===== src/rtl/btg_pkg.sv =====
`timescale 1ns/1ps
package btg_pkg;
  localparam int ADDR_W = 2;
  localparam int DATA_W = 8;

  localparam logic [ADDR_W-1:0] ADDR_DIV_LO = 2'd0;
  localparam logic [ADDR_W-1:0] ADDR_DIV_HI = 2'd1;
  localparam logic [ADDR_W-1:0] ADDR_FRAC   = 2'd2;

  // Strobes passed from the prescaler control to the divider datapath
  typedef struct packed {
    logic step;
  } btgStrobe_t;
endpackage


===== src/rtl/btg_regs.sv =====
`timescale 1ns/1ps
module btg_regs
  import btg_pkg::*;
#(
  parameter int DIV_W   = 16,
  parameter int FRAC_W  = 4,
  parameter int RST_DIV = 1,
  parameter int RST_MUL = 1
) (
  input  logic                clk,
  input  logic                rstN,
  input  logic                divAccess,
  input  logic                regWe,
  input  logic [ADDR_W-1:0]   regAddr,
  input  logic [DATA_W-1:0]   regWdata,
  output logic [DATA_W-1:0]   regRdata,
  output logic [DIV_W-1:0]    divEff,
  output logic [FRAC_W-1:0]   mulVal,
  output logic [FRAC_W-1:0]   addVal
);
  localparam int HI_W = DIV_W - DATA_W;
  localparam logic [DIV_W-1:0] RST_DIV_V = DIV_W'(RST_DIV);

  logic [DATA_W-1:0] divLo;
  logic [HI_W-1:0]   divHi;
  logic [DIV_W-1:0]  divRaw;

  always_ff @(posedge clk or negedge rstN) begin
    if (!rstN) begin
      divLo  <= RST_DIV_V[DATA_W-1:0];
      divHi  <= RST_DIV_V[DIV_W-1:DATA_W];
      mulVal <= FRAC_W'(RST_MUL);
      addVal <= '0;
    end else if (regWe) begin
      if (divAccess && regAddr == ADDR_DIV_LO) divLo <= regWdata;
      if (divAccess && regAddr == ADDR_DIV_HI) divHi <= regWdata[HI_W-1:0];
      if (regAddr == ADDR_FRAC) begin
        mulVal <= regWdata[2*FRAC_W-1:FRAC_W];
        addVal <= regWdata[FRAC_W-1:0];
      end
    end
  end

  assign divRaw = {divHi, divLo};
  assign divEff = (divRaw == '0) ? DIV_W'(1) : divRaw;

  always_comb begin
    regRdata = '0;
    case (regAddr)
      ADDR_DIV_LO: if (divAccess) regRdata = divLo;
      ADDR_DIV_HI: if (divAccess) regRdata = DATA_W'(divHi);
      ADDR_FRAC:   regRdata = {mulVal, addVal};
      default:     regRdata = '0;
    endcase
  end

  // divisor bytes are frozen while the access bit is clear
  a_r4_gate_closed: assert property (@(posedge clk) disable iff (!rstN)
    (regWe && !divAccess) |=> ($stable(divLo) && $stable(divHi)));
endmodule


===== src/rtl/btg_ctrl.sv =====
`timescale 1ns/1ps
module btg_ctrl
  import btg_pkg::*;
#(
  parameter int FRAC_W = 4
) (
  input  logic              clk,
  input  logic              rstN,
  input  logic [FRAC_W-1:0] mulVal,
  input  logic [FRAC_W-1:0] addVal,
  output btgStrobe_t        strb
);
  localparam int ACC_W = FRAC_W + 1;

  logic [ACC_W-1:0] acc;
  logic [ACC_W-1:0] accSum;
  logic [ACC_W-1:0] mulEff;
  logic             pend;
  logic             bypass;

  assign mulEff = (mulVal == '0) ? ACC_W'(1) : {1'b0, mulVal};
  assign bypass = (addVal == '0) || ({1'b0, addVal} >= mulEff);
  assign accSum = acc + {1'b0, addVal};

  always_ff @(posedge clk or negedge rstN) begin
    if (!rstN) begin
      acc  <= '0;
      pend <= 1'b0;
    end else if (bypass) begin
      acc  <= '0;
      pend <= 1'b0;
    end else if (pend) begin
      pend <= 1'b0;
    end else if (acc >= mulEff) begin
      acc  <= '0;                 // stale value after a fraction change
    end else if (accSum >= mulEff) begin
      acc  <= accSum - mulEff;
      pend <= 1'b1;
    end else begin
      acc  <= accSum;
    end
  end

  assign strb.step = bypass || !pend;

  // a withheld clock is always followed by a passed one
  a_r5_no_double_swallow: assert property (@(posedge clk) disable iff (!rstN)
    !strb.step |=> strb.step);
  // zero add never withholds a clock
  a_r6_bypass_zero_add: assert property (@(posedge clk) disable iff (!rstN)
    (addVal == '0) |-> strb.step);
endmodule


===== src/rtl/btg_datapath.sv =====
`timescale 1ns/1ps
module btg_datapath
  import btg_pkg::*;
#(
  parameter int DIV_W = 16
) (
  input  logic             clk,
  input  logic             rstN,
  input  btgStrobe_t       strb,
  input  logic [DIV_W-1:0] divEff,
  output logic             tick16x
);
  logic [DIV_W-1:0] cnt;

  always_ff @(posedge clk or negedge rstN) begin
    if (!rstN) begin
      cnt     <= '0;
      tick16x <= 1'b0;
    end else begin
      tick16x <= 1'b0;
      if (strb.step) begin
        if (cnt == '0) begin
          cnt     <= divEff - DIV_W'(1);   // reload only at terminal count
          tick16x <= 1'b1;
        end else begin
          cnt <= cnt - DIV_W'(1);
        end
      end
    end
  end

  // a pulse whose reload left a nonzero count is single-cycle
  a_r1_single_cycle: assert property (@(posedge clk) disable iff (!rstN)
    (tick16x && cnt != '0) |=> !tick16x);
  // the divisor seen by the counter is never zero
  a_r3_nonzero_div: assert property (@(posedge clk) disable iff (!rstN)
    divEff != '0);
  // the count only moves down or reloads after a pulse
  a_r8_reload_at_end: assert property (@(posedge clk) disable iff (!rstN)
    (!tick16x && $past(cnt) != '0) |-> (cnt <= $past(cnt)));
endmodule


===== src/rtl/baud_tick_gen.sv =====
`timescale 1ns/1ps
module baud_tick_gen
  import btg_pkg::*;
#(
  parameter int DIV_W   = 16,
  parameter int FRAC_W  = 4,
  parameter int RST_DIV = 1,
  parameter int RST_MUL = 1
) (
  input  logic        clk,
  input  logic        rstN,
  input  logic        divAccess,
  input  logic        regWe,
  input  logic [1:0]  regAddr,
  input  logic [7:0]  regWdata,
  output logic [7:0]  regRdata,
  output logic        tick16x
);
  logic [DIV_W-1:0]  divEff;
  logic [FRAC_W-1:0] mulVal;
  logic [FRAC_W-1:0] addVal;
  btgStrobe_t        strb;

  btg_regs #(.DIV_W(DIV_W), .FRAC_W(FRAC_W), .RST_DIV(RST_DIV), .RST_MUL(RST_MUL)) u_regs (
    .clk(clk), .rstN(rstN), .divAccess(divAccess), .regWe(regWe),
    .regAddr(regAddr), .regWdata(regWdata), .regRdata(regRdata),
    .divEff(divEff), .mulVal(mulVal), .addVal(addVal)
  );

  btg_ctrl #(.FRAC_W(FRAC_W)) u_ctrl (
    .clk(clk), .rstN(rstN), .mulVal(mulVal), .addVal(addVal), .strb(strb)
  );

  btg_datapath #(.DIV_W(DIV_W)) u_dp (
    .clk(clk), .rstN(rstN), .strb(strb), .divEff(divEff), .tick16x(tick16x)
  );
endmodule


===== config.mk =====
export PLATFORM = sky130hd
export DESIGN_NAME = baud_tick_gen
export DESIGN_NICKNAME = d
export VERILOG_FILES = /design/src/rtl/btg_pkg.sv /design/src/rtl/btg_regs.sv /design/src/rtl/btg_ctrl.sv /design/src/rtl/btg_datapath.sv /design/src/rtl/baud_tick_gen.sv
export SDC_FILE = /design/constraint.sdc
export NUM_CORES = 1
export LEC_CHECK = 0
export ABC_AREA = 1
export BUFFER_PORTS_ARGS = -buffer_cell sky130_fd_sc_hd__buf_2
export CAP_MARGIN = 20
export CELL_PAD_IN_SITES_DETAIL_PLACEMENT = 1
export CELL_PAD_IN_SITES_GLOBAL_PLACEMENT = 1
export CORE_UTILIZATION = 35
export CTS_CLUSTER_DIAMETER = 150
export DETAILED_ROUTE_END_ITERATION = 6
export PLACE_DENSITY_LB_ADDON = 0.12
export SYNTH_ARGS = -nofsm -noshare
export SYNTH_HDL_FRONTEND = slang
export SYNTH_SLANG_ARGS = --single-unit
export TNS_END_PERCENT = 20

===== constraint.sdc =====
create_clock -name clk -period 3.8 [get_ports clk]
set_input_delay 0.76 -clock clk [delete_from_list [all_inputs] [get_ports clk]]
set_output_delay 0.76 -clock clk [all_outputs]
set_load 0.01 [all_outputs]

Word-level counts from Yosys, hierarchy flattened:

Cells that the tools add are included.

* magnitude comparators: 3
* eq/ne operators: 3
* add/sub/neg operators: 4
* reduce and logical (&&, ||, !) cells: 13
* multiplexer cells: 16

Operators by type and width (number)
* $logic_not 16->1: 2
* $mux 16: 2
* $sub 16x1->16 const B: 2
* $pmux 8 s3: 1
* $mux 5: 4
* $mux 8: 2
* $ge 5x5->1: 2
* $logic_not 4->1: 2
* $mux 1: 6
* $reduce_and 2->1: 3
* $add 5x4->5: 1
* $ge 4x5->1: 1
* $sub 5x5->5: 1
* $mux 4: 1
* $eq 2x1->1 const B: 1
* $eq 2x2->1 const B: 1
* $logic_and 1x1->1: 2
* $logic_not 2->1: 1
* $logic_or 1x1->1: 2
* $ne 2x2->1 const B: 1
* $logic_not 1->1: 1

* bits in registers: 47

Depth between registers and ports, before layout:

* depth in word-level cells: 7
* mapped depth: 16
* gate-level depth less buffers: 16

By module:

From an unflattened synthesis, not the netlist that was laid out.

* cells, all modules: 530
* area, all modules: 3663.5 um^2

By module, submodules not included
* btg_datapath: times used 1, area an instance 1475.2 um^2, sequential area each 425.4 um^2, cells an instance 232
* btg_regs: times used 1, area an instance 1251.2 um^2, sequential area each 603.1 um^2, cells an instance 165
* btg_ctrl: times used 1, area an instance 937.1 um^2, sequential area each 150.1 um^2, cells an instance 133

Worst setup path after synthesis:

Ideal clock, no wire load.

* path type: reg2reg
* from: reg u_regs.addVal[0]
* to: reg u_ctrl.acc[3]
* clock period less this slack: 2297 ps
* required time: 3683 ps
* setup time: 117 ps
* cell stages (with the launch flop): 15
* setup slack: 1503 ps
* arrival: 2180 ps
* path through: dfrtp_1 > ha_1 > inv_1 > fa_1 > xnor2_1 > ha_1 > nand2_1 > o21ai_0 > nand3_1 > nand3_2 > inv_1 > nand2_1 > nand2_1 > nand2_1 > nand2_1

* word-level cells in the longest chain between the ends: 6

RTL lines
* start: declaration: line btg_regs.sv:19 `output logic [FRAC_W-1:0] addVal`
* start signal: assignment: line btg_regs.sv:39 `addVal <= regWdata[FRAC_W-1:0];`
* $add 5x4->5: line btg_ctrl.sv:23 `assign accSum = acc + {1'b0, addVal};`
* $sub 5x5->5 / $ge 5x5->1 (equally long branches): line btg_ctrl.sv:37, btg_ctrl.sv:36
* $mux 5: line btg_ctrl.sv:36 `end else if (accSum >= mulEff) begin`
* $mux 5: line btg_ctrl.sv:34 `end else if (acc >= mulEff) begin`
* $mux 5: line btg_ctrl.sv:32 `end else if (pend) begin`
* $mux 5: line btg_ctrl.sv:29 `end else if (bypass) begin`
* end signal: assignment: line btg_ctrl.sv:37 `acc <= accSum - mulEff;`
* end signal: assignment: line btg_ctrl.sv:40 `acc <= accSum;`
* end: declaration: line btg_ctrl.sv:15 `logic [ACC_W-1:0] acc;`

Parallel ways exist; a longest one is shown, timed or not. The select of a mux whose other input is x is not followed.
A chain may end at the register's enable or synchronous reset.

Worst setup path after layout:

* from: reg u_regs.mulVal[1]
* to: reg u_dp.cnt[4]

* word-level cells in the longest chain between the ends: 5

RTL lines
* start: declaration: line btg_regs.sv:18 `output logic [FRAC_W-1:0] mulVal,`
* start signal: assignment: line btg_regs.sv:32 `mulVal <= FRAC_W'(RST_MUL);`
* start signal: assignment: line btg_regs.sv:38 `mulVal <= regWdata[2*FRAC_W-1:FRAC_W];`
* $logic_not 4->1: line btg_ctrl.sv:21 `assign mulEff = (mulVal == '0) ? ACC_W'(1) : {1'b0, mulVal};`
* $mux 4 (*): line btg_ctrl.sv:21
* $ge 4x5->1 (*): line btg_ctrl.sv:22 `assign bypass = (addVal == '0) || ({1'b0, addVal} >= mulEff);`
* $logic_or 1x1->1 (*): line btg_ctrl.sv:22
* $logic_or 1x1->1 (*): line btg_ctrl.sv:44 `assign strb.step = bypass || !pend;`
* end signal: assignment: line btg_datapath.sv:23 `cnt <= divEff - DIV_W'(1);`
* end signal: assignment: line btg_datapath.sv:26 `cnt <= cnt - DIV_W'(1);`
* end: declaration: line btg_datapath.sv:13 `logic [DIV_W-1:0] cnt;`

Every way passes the cells marked *; elsewhere a longest branch is shown, timed or not.

==> results.ini <==
[power]
ir_drop_v = 0.000217
powerDensity_nw_per_um2 = 669
leakage_nw = 1.93

[placed_design]
place_area_sq_um = 3470
place_hpwl_um = 7480
gp_congestion = 0.794
numPortBuffers = 22

[die]
die_w_um = 98.9
num_rows = 34
ios = 23
initial_core_util_pct = 37.0
core-area_sq_um = 8890
dieArea_sq_um = 9780
die_y_um = 98.9

[clock_network]
cts_hold_buf = 0
cts_resized = 0
cts_buffers = 5
insertion_delay_ns = 0.30
cts_setup_buffers = 0
clock_path_buffers = 2
cts.sinks = 47
clk_pin_slew_ns = 0.09
cts-htree-levels = 2
cts_tree = yes
root_buffer = clkbuf_8

[synthesis]
synthDistinctLibCells = 32
synth_top_cell_by_area = dfrtp_1
synth_edf_count = 0
synth_top_area_share_pct = 34.3
synth_cells = 468
ys_seq_elements = 47
yosysSeqAreaShare_pct = 35.9
synth-async-reset-ratio_pct = 100
ys_top_cells_by_area = dfrtp_1, nand2_1, inv_1, nand3_1, o21ai_0
synth_warnings = 0
syn_nets = 500
synth.cell_area_sq_um = 3290
syn_avg_cell_area_sq_um = 7.02
synth_flop_cell = dfrtp_1

[timing]
slew_headroom_pct = 48.1
timing.final.crit_share_pct = 72.0
rsz0062_at_grt = no
setup_viol = 0
worst_pin_slew_ns = 0.778
fin_tns_setup_ns = 0
fmax_mhz = 365
finalHoldViolations = 0
slew_violations = 0
post-route-min-period_ns = 2.74
finalClockSkew_ns = 0.0125

[worst_setup_path]
crit_required_ns = 4.03
crit_path_max_fanout = 22
worstSetupEndpointType = flop
cp.arrival_ns = 2.96
cp-start-kind = flop
crit_type = flop to flop

[outcome]
status = finished, final reports clean

[global_route]
antenna_found_initial = 0
grt_usage_pct = 21.1
grt_max_degree = 32
grt_pass1_vias = 3126
grt_pass1_wl_um = 16200
gr-total-overflow = 0

[route]
via_per_inst = 5.03
vias = 3012
first_pass_iters = 4
post-route-drc-count = 0
ant_nets = 0
post_drt_wl_per_cell_um = 15.7
routed_wl_um = 9400
dr.first_iter.drc_count = 132

[worst_hold_path]
hp-class = flop to flop

[layout]
nNetsFinal = 522
fin_area_sq_um = 3600
drive_gt1_share_pct = 10.4
antenna_cells = 0
area_growth_syn_to_layout_pct = 9.56

[run]
drv_cap = 0

[placed cells by master (no fill, tap or decap), drive strengths merged, types with 2 or more instances in the layout]
cell type and n:
nand2 149, inv 75, nand3 48, dfrtp 45
o21ai 44, nor2 44, buf 26, ha 16
o221ai 8, a21oi 6, clkbuf 6, nand4 4
xnor2 2, a21boi 2, xor2 2, o21bai 2
o211ai 2, fa 2, bufinv 2, dfstp 2
[logic make-up (layout without fill, tap and decap cells)]
logic type,Yosys count,count (layout),synth area share [%]
AND/OR/NAND/NOR,247,247,32.7
buffers and inverters,86,109,11.4
AO/OA/AOI/OAI,66,66,11.6
flip-flops,47,47,35.9
adder cells (fa/ha/maj),18,18,7.31
XOR/XNOR,4,4,1.07
[sequential cells by signal (all words and copies together) (netlist names)]
| signal | cells |
|---|---|
| u_regs.addVal | 4 |
| u_regs.divLo | 8 |
| u_ctrl.acc | 5 |
| u_dp.cnt | 16 |
| u_ctrl.pend | 1 |
| u_regs.divHi | 8 |
| u_dp.tick16x | 1 |
| u_regs.mulVal | 4 |
[stage by stage]
stage / power [mW] / hold slack [ns] / utilization [%] / setup WS (ns) / cells
6_report: 2.41 / 0.493 / 40.5 / 1.06 / 599
5_1_grt: 2.67 / 0.541 / 40.5 / 0.590 / 599
4_1_cts: 2.44 / 0.498 / 40.5 / 0.992 / 599
3_5_place_dp: 2.00 / 0.485 / 39.0 / 0.979 / 591
3_3_place_gp: 1.96 / 0.485 / 39.0 / 1.11 / 591
2_1_floorplan: 1.68 / 0.464 / - / 1.50 / 468
[cell usage after synthesis (3+ instances only)]
master,count
nand3_2,4
inv_1,75
nor2_2,4
nor2_1,39
nand4_1,4
nand2_1,142
nand2_2,5
ha_1,16
o21ai_0,43
buf_6,3
clkbuf_1,4
o221ai_1,8
nand3_1,44
a21oi_1,6
dfrtp_1,45
[final timing paths]
check	start	endpoint	slack (ns)	cells after the start
max in group asynchronous	rstN	u_regs.divLo[0]$_DFFE_PN1P_	2.46	2
worst min-delay path	u_regs.mulVal[0]$_DFFE_PN1P_	u_regs.mulVal[0]$_DFFE_PN1P_	0.49	2
worst min register to register	u_regs.mulVal[0]$_DFFE_PN1P_	u_regs.mulVal[0]$_DFFE_PN1P_	0.49	2
min in group asynchronous	rstN	u_dp.cnt[11]$_DFFE_PN0P_	0.54	1
worst max-delay path	u_regs.mulVal[1]$_DFFE_PN0P_	u_dp.cnt[4]$_DFFE_PN0P_	1.06	12
worst max register to register	u_regs.mulVal[1]$_DFFE_PN0P_	u_dp.cnt[4]$_DFFE_PN0P_	1.06	12
[final cells by class]
type / instances / area [sq um]
Clock inverter: 2 / 60.1
Fill cell: 1149 / 5290
Multi-Input combinational cell: 335 / 1730
Inverter: 75 / 282
Clock buffer: 6 / 72.6
Tap cell: 108 / 135
Sequential cell: 47 / 1180
Timing Repair Buffer: 26 / 140
[routing by layer]
metal  vias to the layer above  wire length, um  part of all wire, %  track usage, %
met5                         -                0                    0               0
met4                         0               59                 0.63            3.79
met2                        41             4350                   46            34.6
met1                      1436             4790                   51            30.3
met3                         4              199                  2.1            2.20
li1                       1531                -                    -               -
[worst max-delay path, cell delays in order (launching register included)]
cell,delay [ns]
dfrtp_1,0.43
o31ai_1,0.43
ha_1,0.31
inv_1,0.05
a21boi_0,0.07
o21ai_0,0.14
nand2_1,0.07
a21oi_1,0.16
nand3_1,0.09
buf_4,0.22
inv_1,0.45
a21oi_1,0.09
a21oi_1,0.15
[where the power goes]
group	internal [mW]	total [mW]	switching (mW)	leakage, nW
clock network	0.263	0.434	0.171	0.0654
logic	0.403	1.19	0.791	1.28
registers	0.647	0.780	0.133	0.591
(Power assumes the default switching activity.)
